<file path="src/rtl/sap_pkg.sv">
// Shared types for the serial audio port.
// Assumes: one mode value per cycle, decided from the direction bits.
package sap_pkg;
    typedef enum logic [1:0] {
        MODE_SLAVE  = 2'd0,
        MODE_MASTER = 2'd1,
        MODE_BAD    = 2'd2
    } sap_mode_e;

    localparam int SAP_MIN_HALF = 4;
endpackage

</file>
<file path="src/rtl/sap_master_timer.sv">
// Master timing: divides the system clock into the bit clock and counts
// launch edges to toggle the channel every WORD_W bits.
// Assumes: launch is a one-cycle strobe derived from sck_lvl; while run is 0
// the timer rests with the clock low and the channel on the second slot, so
// the first launch edge opens the first channel.
module sap_master_timer #(
    parameter int WORD_W = 16,
    parameter int DIV_W  = 8
) (
    input  logic             clk,
    input  logic             rst_n,
    input  logic             run,
    input  logic [DIV_W-1:0] half_div,
    input  logic             launch,
    output logic             sck_lvl,
    output logic             chan
);
    import sap_pkg::*;

    localparam int BIT_W = $clog2(WORD_W);
    localparam logic [DIV_W-1:0] MIN_D = DIV_W'(SAP_MIN_HALF);
    localparam logic [BIT_W-1:0] LAST_BIT = BIT_W'(WORD_W - 1);

    logic [DIV_W-1:0] div_cnt;
    logic [DIV_W-1:0] eff_half;
    logic [BIT_W-1:0] bit_cnt;

    // clamp the requested half period to the supported minimum
    always_comb eff_half = (half_div < MIN_D) ? MIN_D : half_div;

    // half-period counter and bit-clock level
    always_ff @(posedge clk) begin
        if (!rst_n || !run) begin
            div_cnt <= '0;
            sck_lvl <= 1'b0;
        end else if (div_cnt == eff_half - 1'b1) begin
            div_cnt <= '0;
            sck_lvl <= ~sck_lvl;
        end else begin
            div_cnt <= div_cnt + 1'b1;
        end
    end

    // bit position and channel, advanced on launch edges
    always_ff @(posedge clk) begin
        if (!rst_n || !run) begin
            bit_cnt <= LAST_BIT;
            chan    <= 1'b1;
        end else if (launch) begin
            if (bit_cnt == LAST_BIT) begin
                bit_cnt <= '0;
                chan    <= ~chan;
            end else begin
                bit_cnt <= bit_cnt + 1'b1;
            end
        end
    end


    ws_on_launch_chk: assert property (@(posedge clk) disable iff (!rst_n)
        (run && $past(run) && chan != $past(chan)) |-> $past(launch));
endmodule

</file>
<file path="src/rtl/sap_edge_select.sv">
// Edge selection: synchronizes the pins, picks the bit-clock source and
// turns its edges into launch and capture strobes per the polarity bit.
// Assumes: the system clock runs at least eight times the bit clock in slave
// mode; data and word select share the clock's synchronizer depth.
module sap_edge_select #(
    parameter int SYNC = 2
) (
    input  logic clk,
    input  logic rst_n,
    input  logic is_master,
    input  logic clk_inv,
    input  logic m_sck,
    input  logic sck_in,
    input  logic ws_in,
    input  logic sd_in,
    output logic launch,
    output logic capture,
    output logic ws_s,
    output logic sd_s
);
    logic [SYNC-1:0] sck_sy, ws_sy, sd_sy;
    logic lvl, prev_lvl, rise, fall;

    // two-flop style synchronizers for the three pins
    always_ff @(posedge clk) begin
        if (!rst_n) begin
            sck_sy <= '0;
            ws_sy  <= '0;
            sd_sy  <= '0;
        end else begin
            sck_sy <= {sck_sy[SYNC-2:0], sck_in};
            ws_sy  <= {ws_sy[SYNC-2:0], ws_in};
            sd_sy  <= {sd_sy[SYNC-2:0], sd_in};
        end
    end

    // previous bit-clock level for edge detection
    always_ff @(posedge clk) begin
        if (!rst_n) prev_lvl <= 1'b0;
        else        prev_lvl <= lvl;
    end

    // source choice, edge detection and polarity mapping
    always_comb begin
        lvl     = is_master ? m_sck : sck_sy[SYNC-1];
        rise    = lvl & ~prev_lvl;
        fall    = ~lvl & prev_lvl;
        capture = clk_inv ? fall : rise;
        launch  = clk_inv ? rise : fall;
        ws_s    = ws_sy[SYNC-1];
        sd_s    = sd_sy[SYNC-1];
    end


    launch_single_chk: assert property (@(posedge clk) disable iff (!rst_n)
        launch |=> !launch);
endmodule

</file>
<file path="src/rtl/sap_shifter.sv">
// Serial shifter: frames words on word-select changes seen at capture edges,
// shifts transmit data out at launch edges and receive data in at capture
// edges, and runs the parallel handshakes.
// Assumes: launch and capture never coincide; chan_now is the channel
// currently on the word-select line (0 first, 1 second).
module sap_shifter #(
    parameter int WORD_W = 16
) (
    input  logic              clk,
    input  logic              rst_n,
    input  logic              active,
    input  logic              tx_mode,
    input  logic              launch,
    input  logic              capture,
    input  logic              chan_now,
    input  logic              sd_s,
    input  logic [WORD_W-1:0] tx_data,
    input  logic              tx_valid,
    output logic              tx_ready,
    output logic [WORD_W-1:0] rx_data,
    output logic              rx_chan,
    output logic              rx_valid,
    input  logic              rx_ready,
    output logic              sd_q
);
    logic              seen;
    logic              load_pend;
    logic              hold_v;
    logic [WORD_W-1:0] hold;
    logic [WORD_W-1:0] tx_sh;
    logic [WORD_W-1:0] rx_sh;
    logic [WORD_W-1:0] next_word;
    logic              slot_edge, accept, consume, emit;

    // event decode for this cycle
    always_comb begin
        slot_edge = capture && (chan_now != seen);
        accept    = tx_valid && !hold_v;
        consume   = launch && load_pend && tx_mode && hold_v;
        emit      = slot_edge && !tx_mode;
        next_word = hold_v ? hold : '0;
        tx_ready  = !hold_v;
    end

    // transmit holding register
    always_ff @(posedge clk) begin
        if (!rst_n) begin
            hold_v <= 1'b0;
            hold   <= '0;
        end else begin
            if (consume) hold_v <= 1'b0;
            if (accept) begin
                hold_v <= 1'b1;
                hold   <= tx_data;
            end
        end
    end

    // slot tracking: note word-select changes, arm the next launch
    always_ff @(posedge clk) begin
        if (!rst_n || !active) begin
            seen      <= 1'b1;
            load_pend <= 1'b0;
        end else if (capture) begin
            seen <= chan_now;
            if (chan_now != seen) load_pend <= 1'b1;
        end else if (launch) begin
            load_pend <= 1'b0;
        end
    end

    // transmit shift register and data output bit
    always_ff @(posedge clk) begin
        if (!rst_n || !active) begin
            tx_sh <= '0;
            sd_q  <= 1'b0;
        end else if (launch && tx_mode) begin
            if (load_pend) begin
                sd_q  <= next_word[WORD_W-1];
                tx_sh <= next_word << 1;
            end else begin
                sd_q  <= tx_sh[WORD_W-1];
                tx_sh <= tx_sh << 1;
            end
        end
    end

    // receive shift register
    always_ff @(posedge clk) begin
        if (!rst_n || !active) rx_sh <= '0;
        else if (capture && !tx_mode) rx_sh <= {rx_sh[WORD_W-2:0], sd_s};
    end

    // receive output register and valid/ready
    always_ff @(posedge clk) begin
        if (!rst_n) begin
            rx_data  <= '0;
            rx_chan  <= 1'b0;
            rx_valid <= 1'b0;
        end else if (emit) begin
            rx_data  <= {rx_sh[WORD_W-2:0], sd_s};
            rx_chan  <= seen;
            rx_valid <= 1'b1;
        end else if (rx_ready) begin
            rx_valid <= 1'b0;
        end
    end


    rx_hold_chk: assert property (@(posedge clk) disable iff (!rst_n)
        (rx_valid && !rx_ready) |=> rx_valid);


    tx_accept_chk: assert property (@(posedge clk) disable iff (!rst_n)
        (tx_valid && tx_ready) |=> !tx_ready);


    sd_on_launch_chk: assert property (@(posedge clk) disable iff (!rst_n)
        (active && $past(active) && sd_q != $past(sd_q)) |-> $past(launch));
endmodule

</file>
<file path="src/rtl/serial_audio_port.sv">
// Stereo serial audio port top: decodes the direction bits into a mode,
// connects master timing, edge selection and the shifter, and gates the
// pin outputs.
// Assumes: configuration inputs are quasi-static; a mode change is followed
// by a reset or tolerated losing the current slot.
module serial_audio_port #(
    parameter int WORD_W      = 16,
    parameter int DIV_W       = 8,
    parameter int SYNC_STAGES = 2
) (
    input  logic              clk,
    input  logic              rst_n,
    input  logic              cfg_clk_dir,
    input  logic              cfg_ws_dir,
    input  logic              cfg_clk_inv,
    input  logic              cfg_ws_inv,
    input  logic              cfg_tx_mode,
    input  logic [DIV_W-1:0]  cfg_half_div,
    input  logic [WORD_W-1:0] tx_data,
    input  logic              tx_valid,
    output logic              tx_ready,
    output logic [WORD_W-1:0] rx_data,
    output logic              rx_chan,
    output logic              rx_valid,
    input  logic              rx_ready,
    input  logic              sck_in,
    output logic              sck_out,
    output logic              sck_oe,
    input  logic              ws_in,
    output logic              ws_out,
    output logic              ws_oe,
    input  logic              sd_in,
    output logic              sd_out,
    output logic              sd_oe,
    output logic              cfg_err
);
    import sap_pkg::*;

    sap_mode_e mode_q, mode_n;
    logic is_master, active;
    logic m_sck, m_chan;
    logic launch, capture, ws_s, sd_s, sd_q;
    logic chan_now;

    // next mode from the direction pair
    always_comb begin
        if (cfg_clk_dir != cfg_ws_dir) mode_n = MODE_BAD;
        else if (cfg_clk_dir)          mode_n = MODE_MASTER;
        else                           mode_n = MODE_SLAVE;
    end

    // registered mode
    always_ff @(posedge clk) begin
        if (!rst_n) mode_q <= MODE_SLAVE;
        else        mode_q <= mode_n;
    end

    // mode flags, channel source and pin gating
    always_comb begin
        is_master = (mode_q == MODE_MASTER);
        active    = (mode_q != MODE_BAD);
        cfg_err   = (mode_q == MODE_BAD);
        chan_now  = is_master ? m_chan : (ws_s ^ cfg_ws_inv);
        sck_oe    = is_master;
        ws_oe     = is_master;
        sck_out   = is_master & m_sck;
        ws_out    = is_master & (m_chan ^ cfg_ws_inv);
        sd_oe     = active & cfg_tx_mode;
        sd_out    = sd_oe & sd_q;
    end

    sap_master_timer #(.WORD_W(WORD_W), .DIV_W(DIV_W)) u_timer (
        .clk      (clk),
        .rst_n    (rst_n),
        .run      (is_master),
        .half_div (cfg_half_div),
        .launch   (launch),
        .sck_lvl  (m_sck),
        .chan     (m_chan)
    );

    sap_edge_select #(.SYNC(SYNC_STAGES)) u_edges (
        .clk       (clk),
        .rst_n     (rst_n),
        .is_master (is_master),
        .clk_inv   (cfg_clk_inv),
        .m_sck     (m_sck),
        .sck_in    (sck_in),
        .ws_in     (ws_in),
        .sd_in     (sd_in),
        .launch    (launch),
        .capture   (capture),
        .ws_s      (ws_s),
        .sd_s      (sd_s)
    );

    sap_shifter #(.WORD_W(WORD_W)) u_shift (
        .clk      (clk),
        .rst_n    (rst_n),
        .active   (active),
        .tx_mode  (cfg_tx_mode),
        .launch   (launch),
        .capture  (capture),
        .chan_now (chan_now),
        .sd_s     (sd_s),
        .tx_data  (tx_data),
        .tx_valid (tx_valid),
        .tx_ready (tx_ready),
        .rx_data  (rx_data),
        .rx_chan  (rx_chan),
        .rx_valid (rx_valid),
        .rx_ready (rx_ready),
        .sd_q     (sd_q)
    );


    bad_dir_quiet_chk: assert property (@(posedge clk) disable iff (!rst_n)
        (cfg_clk_dir != cfg_ws_dir) |=> (cfg_err && !sck_oe && !ws_oe && !sd_oe && !sd_out));


    err_clear_chk: assert property (@(posedge clk) disable iff (!rst_n)
        (cfg_clk_dir == cfg_ws_dir) |=> !cfg_err);
endmodule

</file>
<file path="config.mk">
export PLATFORM = sky130hd
export DESIGN_NAME = serial_audio_port
export DESIGN_NICKNAME = d
export VERILOG_FILES = /design/src/rtl/sap_pkg.sv /design/src/rtl/sap_master_timer.sv /design/src/rtl/sap_edge_select.sv /design/src/rtl/sap_shifter.sv /design/src/rtl/serial_audio_port.sv
export SDC_FILE = /design/constraint.sdc
export NUM_CORES = 1
export LEC_CHECK = 0
export CAP_MARGIN = 20
export CORE_MARGIN = 10
export CORE_UTILIZATION = 57
export DETAILED_ROUTE_END_ITERATION = 16
export GPL_TIMING_DRIVEN = 0
export PLACE_DENSITY_LB_ADDON = 0.25
export SETUP_SLACK_MARGIN = 0.05
export SYNTH_ARGS = -nofsm -noshare
export SYNTH_HDL_FRONTEND = slang
export SYNTH_SLANG_ARGS = --single-unit
</file>
<file path="constraint.sdc">
create_clock -name clk -period 8 [get_ports clk]
set_input_delay 0.8 -clock clk [delete_from_list [all_inputs] [get_ports clk]]
set_output_delay 0.8 -clock clk [all_outputs]
set_load 0.005 [all_outputs]
</file>
==> results of run 1 <==
==> path summary, 6_finish.rpt <==
check | endpoint | slack [ps] | start | depth (start not counted)
worst min-delay path | u_edges.sd_sy[1]$_SDFF_PN0_ | 440 | u_edges.sd_sy[0]$_SDFF_PN0_ | 1
worst max register to register | u_shift.tx_sh[2]$_SDFFE_PP0P_ | 5510 | mode_q[1]$_SDFF_PN0_ | 8
worst max-delay path | u_timer.sck_lvl$_SDFFE_PP0N_ | 4430 | cfg_half_div[6] | 11
worst min register to register | u_edges.sd_sy[1]$_SDFF_PN0_ | 440 | u_edges.sd_sy[0]$_SDFF_PN0_ | 1
==> logic make-up after synthesis <==
logic type,Yosys count
AO/OA/AOI/OAI,66
XOR/XNOR,17
adder cells (fa/ha/maj),3
buffers and inverters,35
flip-flops,91
multiplexers,36
AND/OR/NAND/NOR,179
==> state kept, by name, summed over array words and instances (netlist names), 2 cells and up <==
name             count
u_shift.hold        16
u_shift.rx_data     16
u_shift.rx_sh       15
u_shift.tx_sh       15
u_timer.div_cnt      8
u_timer.bit_cnt      4
mode_q               2
u_edges.sck_sy       2
u_edges.sd_sy        2
u_edges.ws_sy        2
==> per-layer routing <==
layer	vias up	global-route usage	routed length, um
li1	1610	-	-
met1	1477	0.187	3570
met2	70	0.285	4210
met3	13	0.0462	491
met4	0	0.0705	135
met5	-	0	0
==> report_power, final <==
| part | switching (mW) | total (mW) | internal, mW | leakage [nW] |
|---|---|---|---|---|
| logic | 0.0412 | 0.0818 | 0.0405 | 0.797 |
| registers | 0.00542 | 0.468 | 0.463 | 0.738 |
| clock network | 0.156 | 0.331 | 0.174 | 0.0975 |
| total | 0.203 | 0.881 | 0.678 | 1.63 |
==> per-stage QoR <==
step / total power, mW / instance area [sq um] / hold WS [ps] / worst slack [ps]
6_report: 0.881 / 4800 / 437 / 4430
4_1_cts: 0.887 / 4800 / 439 / 4470
2_1_floorplan: 0.523 / 3890 / 412 / 4910
3_3_place_gp: 0.558 / 4590 / 416 / 4220
3_5_place_dp: 0.561 / 4590 / 417 / 4110
5_1_grt: 0.913 / 4800 / 461 / 4240
==> critical path, stage by stage <==
cell             delay (ps)
clkdlybuf4s50_1         500
or4_1                   510
buf_2                   170
o31ai_2                 280
ha_1                    250
xor2_1                  290
a211oi_1                100
a211oi_1                250
nand3_1                 190
or3_1                   370
a21boi_1                150
==> cell usage in the layout (no fill, tap or decap), types with 15 or more instances in the layout <==
cell             instances
a311oi_1                15
nand3_1                 21
nor2_1                  45
clkbuf_1                19
mux2i_1                 35
nor2b_1                 23
a21boi_0                17
nand2_1                 55
clkdlybuf4s50_1         60
dfxtp_1                 91
==> area by class of cell <==
class | instances | share of cell area
Sequential cell | 91 | 0.379
Timing Repair Buffer | 60 | 0.125
Buffer | 27 | 0.0253
Inverter | 8 | 0.00625
Multi-Input combinational cell | 301 | 0.399
Clock inverter | 6 | 0.0190
Tap cell | 80 | 0.0208
Clock buffer | 9 | 0.0258
==> out/results.ini, run 1 <==
[floorplanning]
dieWidth_um = 103
die_y_um = 103
pin_count = 62
rows = 30
core_area_sq_um = 6720
start_util = 0.579
fp.dieArea_sq_um = 10500

[synth]
ys_warn_count = 0
synth_fa_ha_area_frac = 0.00966
synth_seq_cells = 91
async_flop_share = 0
synth_compound_area_frac = 0.130
synth_area_sq_um = 3890
ys_seq_area_frac = 0.469
synth_commonest_cells = 91 x dfxtp_1, 55 x nand2_1, 45 x nor2_1, 35 x mux2i_1, 23 x nor2b_1
yosysMostFrequentCell = dfxtp_1
synth_edf_count = 0
yosysTopAreaCellShare = 0.469
synth_area_per_cell_sq_um = 9.10
synth_area_leaders = dfxtp_1 47%, mux2i_1 9.0%, nand2_1 5.3%
synth_ff_type = dfxtp_1
syn_inst = 427
synthMuxAreaShare = 0.0937
syn_nets = 466
ys_types = 50
yosysTopAreaCell = dfxtp_1
synth_top_family_by_area = simple AND/OR/NAND/NOR gates
synthXorXnorAreaFrac = 0.0383
synthSimpleGateAreaFrac = 0.221

[grt]
grt_pass1_vias = 3155
grt-ovfl-total = 0
antenna_found_initial = 0
grt_max_degree = 16
track_usage = 0.165
grt_pass1_wl_um = 14100

[clocking]
cts_hold_buf = 0
numCtsBuffers = 9
clock_path_buffers = 2
root_buffer = clkbuf_8
cts.htree.levels = 3
cts_setup_buffers = 0
path_clk_slew_ps = 90
cts_tree = yes
clock_latency_ps = 350
cts_resized = 0
cts_num_sinks = 91

[layout]
register_area_sq_um = 1820
synthToLayoutAreaGrowth_pct = 23.6
fin_util = 0.715
diodes = 0
fillCellCount = 532
nets = 537
instances_no_fill = 582
final_layout_size_suffix_gt1_frac = 0.0637
multiInputGateArea_sq_um = 1910

[status]
status = finished, final reports clean

[sta]
finalSetupViolations = 0
fmax_mhz = 280
rsz0062_at_grt = false
timing_hold_violations_final = 0
final.setup_skew_ps = 7.31
finalCritPeriodShare = 0.446
setup_tns_ps = 0
drv_slew = 0
min_period_ps = 3570
tightest_slew_ps = 686
max_slew_margin = 0.530

[drt]
drt_pass1_iterations = 5
ant_nets = 0
drc = 0
detail_route.vias_per_cell = 5.45
drt-total-wl_um = 8400
num_vias = 3170
drtIter0Drc = 131
wire_per_inst_um = 14.4

[worst_setup_path]
required_ps = 8290
crit_type = in -> reg
critPathLaunchType = primary input
crit_path_max_fanout = 6
critPathArrivalTime_ps = 3860
end_kind = flip-flop

[flow_run]
drv_cap = 0

[power_and_ir_drop]
irDropWorstVdd_uv = 151
p_per_area_nw_per_um2 = 183
p_leak_nw = 1.63

[placed_design]
hpwl_um = 6160
port-buffer-count = 60
placed_cells = 567
place_congestion = 0.861

[hold_path]
min_path_type = reg -> reg

Power figures use the tool's default switching activity.
==> inputs of run 2 (changes only) <==
Settings changed: CORE_UTILIZATION 57 to 53.
Clock period 8 ns to 3.3 ns, I/O delays scaled along.
==> out/results.ini, run 2 (synthesis results as in run 1) <==
[grt]
track_usage = 0.147
grt_max_degree = 16
grt_pass1_wl_um = 13800
antenna_found_initial = 0
grt-ovfl-total = 0
grt_pass1_vias = 3085

[clocking]
cts_tree = yes
cts.htree.levels = 3
cts_resized = 0
cts_hold_buf = 0
clock_latency_ps = 360
path_clk_slew_ps = 80
cts_num_sinks = 91
root_buffer = clkbuf_8
cts_setup_buffers = 0
numCtsBuffers = 9
clock_path_buffers = 2

[sta]
finalSetupViolations = 0
rsz0062_at_grt = false
fmax_mhz = 326
finalCritPeriodShare = 0.931
tightest_slew_ps = 622
min_period_ps = 3070
final.setup_skew_ps = 10.9
max_slew_margin = 0.574
timing_hold_violations_final = 0
drv_slew = 0

[placed_design]
port-buffer-count = 60
place_congestion = 0.846
hpwl_um = 6160

[worst_setup_path]
critPathMaxStageDelay_ps = 520
required_ps = 3580
end_kind = flip-flop
path_cells = clkdlybuf4s50_1 > or4_1 > buf_2 > o31ai_2 > ha_1 > xor2_1 > a211oi_1 > a211oi_1 > nand3_1 > or3_1 > a21boi_1
cp_common_cell = a211oi_1
crit_buf_inv = 2
critPathArrivalTime_ps = 3360
crit_path_max_fanout = 6
critPathTopFamily = simple AND/OR/NAND/NOR gates
critPathSlowestCell = or4_1
crit_type = in -> reg
critPathLaunchType = primary input

[drt]
detail_route.vias_per_cell = 5.20
ant_nets = 0
num_vias = 3123
drtIter0Drc = 104
drc = 0
drt-total-wl_um = 8210
wire_per_inst_um = 13.7
drt_pass1_iterations = 4

[power_and_ir_drop]
seqPwrFrac = 0.544
p_clk_frac = 0.362
irDropWorstVdd_uv = 360
p_int_mw = 1.59
switching_share = 0.239
p_per_area_nw_per_um2 = 434
total_power_mw = 2.09
switchingPower_mw = 0.499
p_comb_frac = 0.094
p_leak_nw = 1.63

[layout]
final_cell_mix = 91 x dfxtp_1, 60 x clkdlybuf4s50_1, 55 x nand2_1, 45 x nor2_1, 35 x mux2i_1
synthToLayoutAreaGrowth_pct = 23.8
multiInputGateArea_sq_um = 1910
fin_util = 0.671
diodes = 0
final_layout_size_suffix_gt1_frac = 0.0637
final_common_cell = dfxtp_1
register_area_sq_um = 1820
reg_top3 = u_shift.hold (16), u_shift.rx_data (16)
nets = 537
fillCellCount = 580

[floorplanning]
dieWidth_um = 106
pin_count = 62
die_y_um = 106
fp.dieArea_sq_um = 11200
core_area_sq_um = 7180
rows = 31
start_util = 0.542

[status]
status = finished, final reports clean

[flow_run]
drv_cap = 0

[hold_path]
min_path_type = reg -> reg

run 2: final cells by class:
cell class,count,share of cell area
buffer,27,0.0252
clock buffer,10,0.0286
tap,99,0.0257
sequential,91,0.379
multi-input combinational,301,0.398
timing repair buffer,60,0.125
inverter,8,0.00624
clock inverter,5,0.0130
run 2: through the flow:
stage	cells	area [sq um]	hold WS, ps	setup slack (ps)	setup TNS [ps]
after floorplan	427	3890	412	685	0
after global placement	586	4610	420	-28.4	-193
after detailed placement	586	4610	421	-111	-902
after CTS	601	4810	441	236	0
after global routing	601	4810	457	86.3	0
final	601	4810	436	228	0
run 2: path summary, 6_finish.rpt:
check / start / end / slack (ps) / depth (start not counted)
worst min register to register: u_edges.ws_sy[0]$_SDFF_PN0_ / u_edges.ws_sy[1]$_SDFF_PN0_ / 440 / 1
worst min-delay path: u_edges.ws_sy[0]$_SDFF_PN0_ / u_edges.ws_sy[1]$_SDFF_PN0_ / 440 / 1
worst max-delay path: cfg_half_div[6] / u_timer.sck_lvl$_SDFFE_PP0N_ / 230 / 11
worst max register to register: mode_q[1]$_SDFF_PN0_ / u_shift.tx_sh[9]$_SDFFE_PP0P_ / 840 / 7
run 2: metal layers:
layer / vias to the layer above / track usage / routed length [um]
met2: 89 / 0.245 / 3810
met5: - / 0 / 0
li1: 1600 / - / -
met1: 1427 / 0.175 / 3900
met3: 7 / 0.0390 / 410
met4: 0 / 0.0571 / 91
run 2: power groups by stage:
stage	sequential (mW)	combinational, mW	clock (mW)
global route	1.14	0.218	0.816
finish	1.14	0.196	0.757
global placement	1.16	0.192	0
CTS	1.14	0.198	0.771
detailed placement	1.16	0.197	0
floorplan	1.16	0.110	0
==> inputs of run 3 (changes only) <==
Settings changed: CTS_CLUSTER_SIZE set to 24, SETUP_SLACK_MARGIN 0.05 to 0.2.
==> out/results.ini, run 3 (synthesis results as in run 1) <==
[clocking]
cts_tree = yes
clock_path_buffers = 2
cts_hold_buf = 0
root_buffer = clkbuf_8
clock_latency_ps = 360
numCtsBuffers = 9
cts_num_sinks = 91
path_clk_slew_ps = 80
cts.htree.levels = 3

[grt]
met1_usage = 0.175
met2_usage = 0.245
grt_pass1_wl_um = 13800
grt_max_degree = 16
grt_pass1_vias = 3085
grtUsageMet3 = 0.0390
grt-ovfl-total = 0
track_usage = 0.147
grt_busiest_layer = met2
antenna_found_initial = 0

[floorplanning]
pin_count = 62
rows = 31
core_area_sq_um = 7180
die_y_um = 106
dieWidth_um = 106
start_util = 0.542
fp.dieArea_sq_um = 11200

[layout]
nets = 538
final_layout_size_suffix_gt1_frac = 0.0716
fillCellCount = 570
register_area_sq_um = 1820
final_cell_mix = 91 x dfxtp_1, 60 x clkdlybuf4s50_1, 55 x nand2_1, 45 x nor2_1, 35 x mux2i_1
reg_top3 = u_shift.hold (16), u_shift.rx_data (16)
postLayoutCellArea_sq_um = 4860
diodes = 0
multiInputGateArea_sq_um = 1960
synthToLayoutAreaGrowth_pct = 25.1
final_common_cell = dfxtp_1
instances_no_fill = 602

[power_and_ir_drop]
total_power_mw = 2.10
irDropWorstVdd_uv = 361
p_per_area_nw_per_um2 = 431
p_leak_nw = 1.64

[sta]
rsz0062_at_grt = false
max_slew_margin = 0.569
finalSetupViolations = 0
setup_tns_ps = 0
tightest_slew_ps = 629
fmax_mhz = 332
min_period_ps = 3010
finalCritPeriodShare = 0.911
timing_hold_violations_final = 0
drv_slew = 0
final.setup_skew_ps = 10.5
whs_ps = 436

[drt]
num_vias = 3135
drt-total-wl_um = 8240
drtIter0Drc = 118
drc = 0
detail_route.vias_per_cell = 5.21
drt_pass1_iterations = 4
wire_per_inst_um = 13.7
ant_nets = 0

[worst_setup_path]
path_cells = clkdlybuf4s50_1 > or4_1 > buf_2 > o31ai_4 > ha_2 > xor2_4 > a211oi_1 > a211oi_1 > nand3_1 > or3_1 > a21boi_1
crit_type = in -> reg
crit_path_max_fanout = 6
crit_buf_inv = 2
critPathTopFamily = simple AND/OR/NAND/NOR gates
critPathLaunchType = primary input
cp_common_cell = a211oi_1
end_kind = flip-flop
critPathSlowestCell = or4_1
critPathMaxStageDelay_ps = 540
required_ps = 3580
critPathArrivalTime_ps = 3290

[placed_design]
dpl_cell_area_sq_um = 4610
placed_cells = 586
place_congestion = 0.846
hpwl_um = 6160
port-buffer-count = 60

[flow_run]
drv_cap = 0

[status]
status = finished, final reports clean

[hold_path]
min_path_type = reg -> reg

[run 3: area by class of cell]
type                    instances  area share
multi-input cells             301       0.402
flip-flops and latches         91       0.375
repair buffers                 61       0.125
clock buffers                  10      0.0283
well taps                      99      0.0255
plain buffers                  27      0.0250
clock inverters                 5      0.0129
inverters                       8     0.00618
[run 3: metal layers]
layer | up-vias | part of all wire
li1 | 1601 | -
met1 | 1446 | 0.47
met2 | 78 | 0.47
met3 | 10 | 0.049
met4 | 0 | 0.013
met5 | - | 0
[run 3: stage by stage]
step,utilization,setup slack [ps]
5_1_grt,0.678,158
3_3_place_gp,0.643,-28.4
6_report,0.678,292
4_1_cts,0.671,236
2_1_floorplan,-,685
3_5_place_dp,0.643,-111
[run 3: final timing paths]
check / startpoint / to / slack [ps] / depth (start not counted)
max: cfg_half_div[6] / u_timer.sck_lvl$_SDFFE_PP0N_ / 290 / 11
min: u_edges.ws_sy[0]$_SDFF_PN0_ / u_edges.ws_sy[1]$_SDFF_PN0_ / 440 / 1
max reg2reg: mode_q[1]$_SDFF_PN0_ / u_shift.tx_sh[9]$_SDFFE_PP0P_ / 840 / 7
min reg2reg: u_edges.ws_sy[0]$_SDFF_PN0_ / u_edges.ws_sy[1]$_SDFF_PN0_ / 440 / 1
[run 3: repair_timing]
item,4_1_cts,5_1_grt
setup endpoints to repair,0,9
resized for setup,0,6
setup buffers,0,1
[run 3: power by group]
group	switching [mW]	internal [mW]	total, mW
combinational	0.101	0.101	0.201
sequential	0.0139	1.12	1.14
clock	0.387	0.370	0.758
total	0.502	1.59	2.10
[run 3: worst register-to-register path, delay by kind of cell (launching register included)]
family	cells	cell delay (ps)
AOI/OAI and AO/OA	2	450
buffers and inverters	2	650
DFF	1	320
muxes	1	510
and+or+nand+nor	2	410
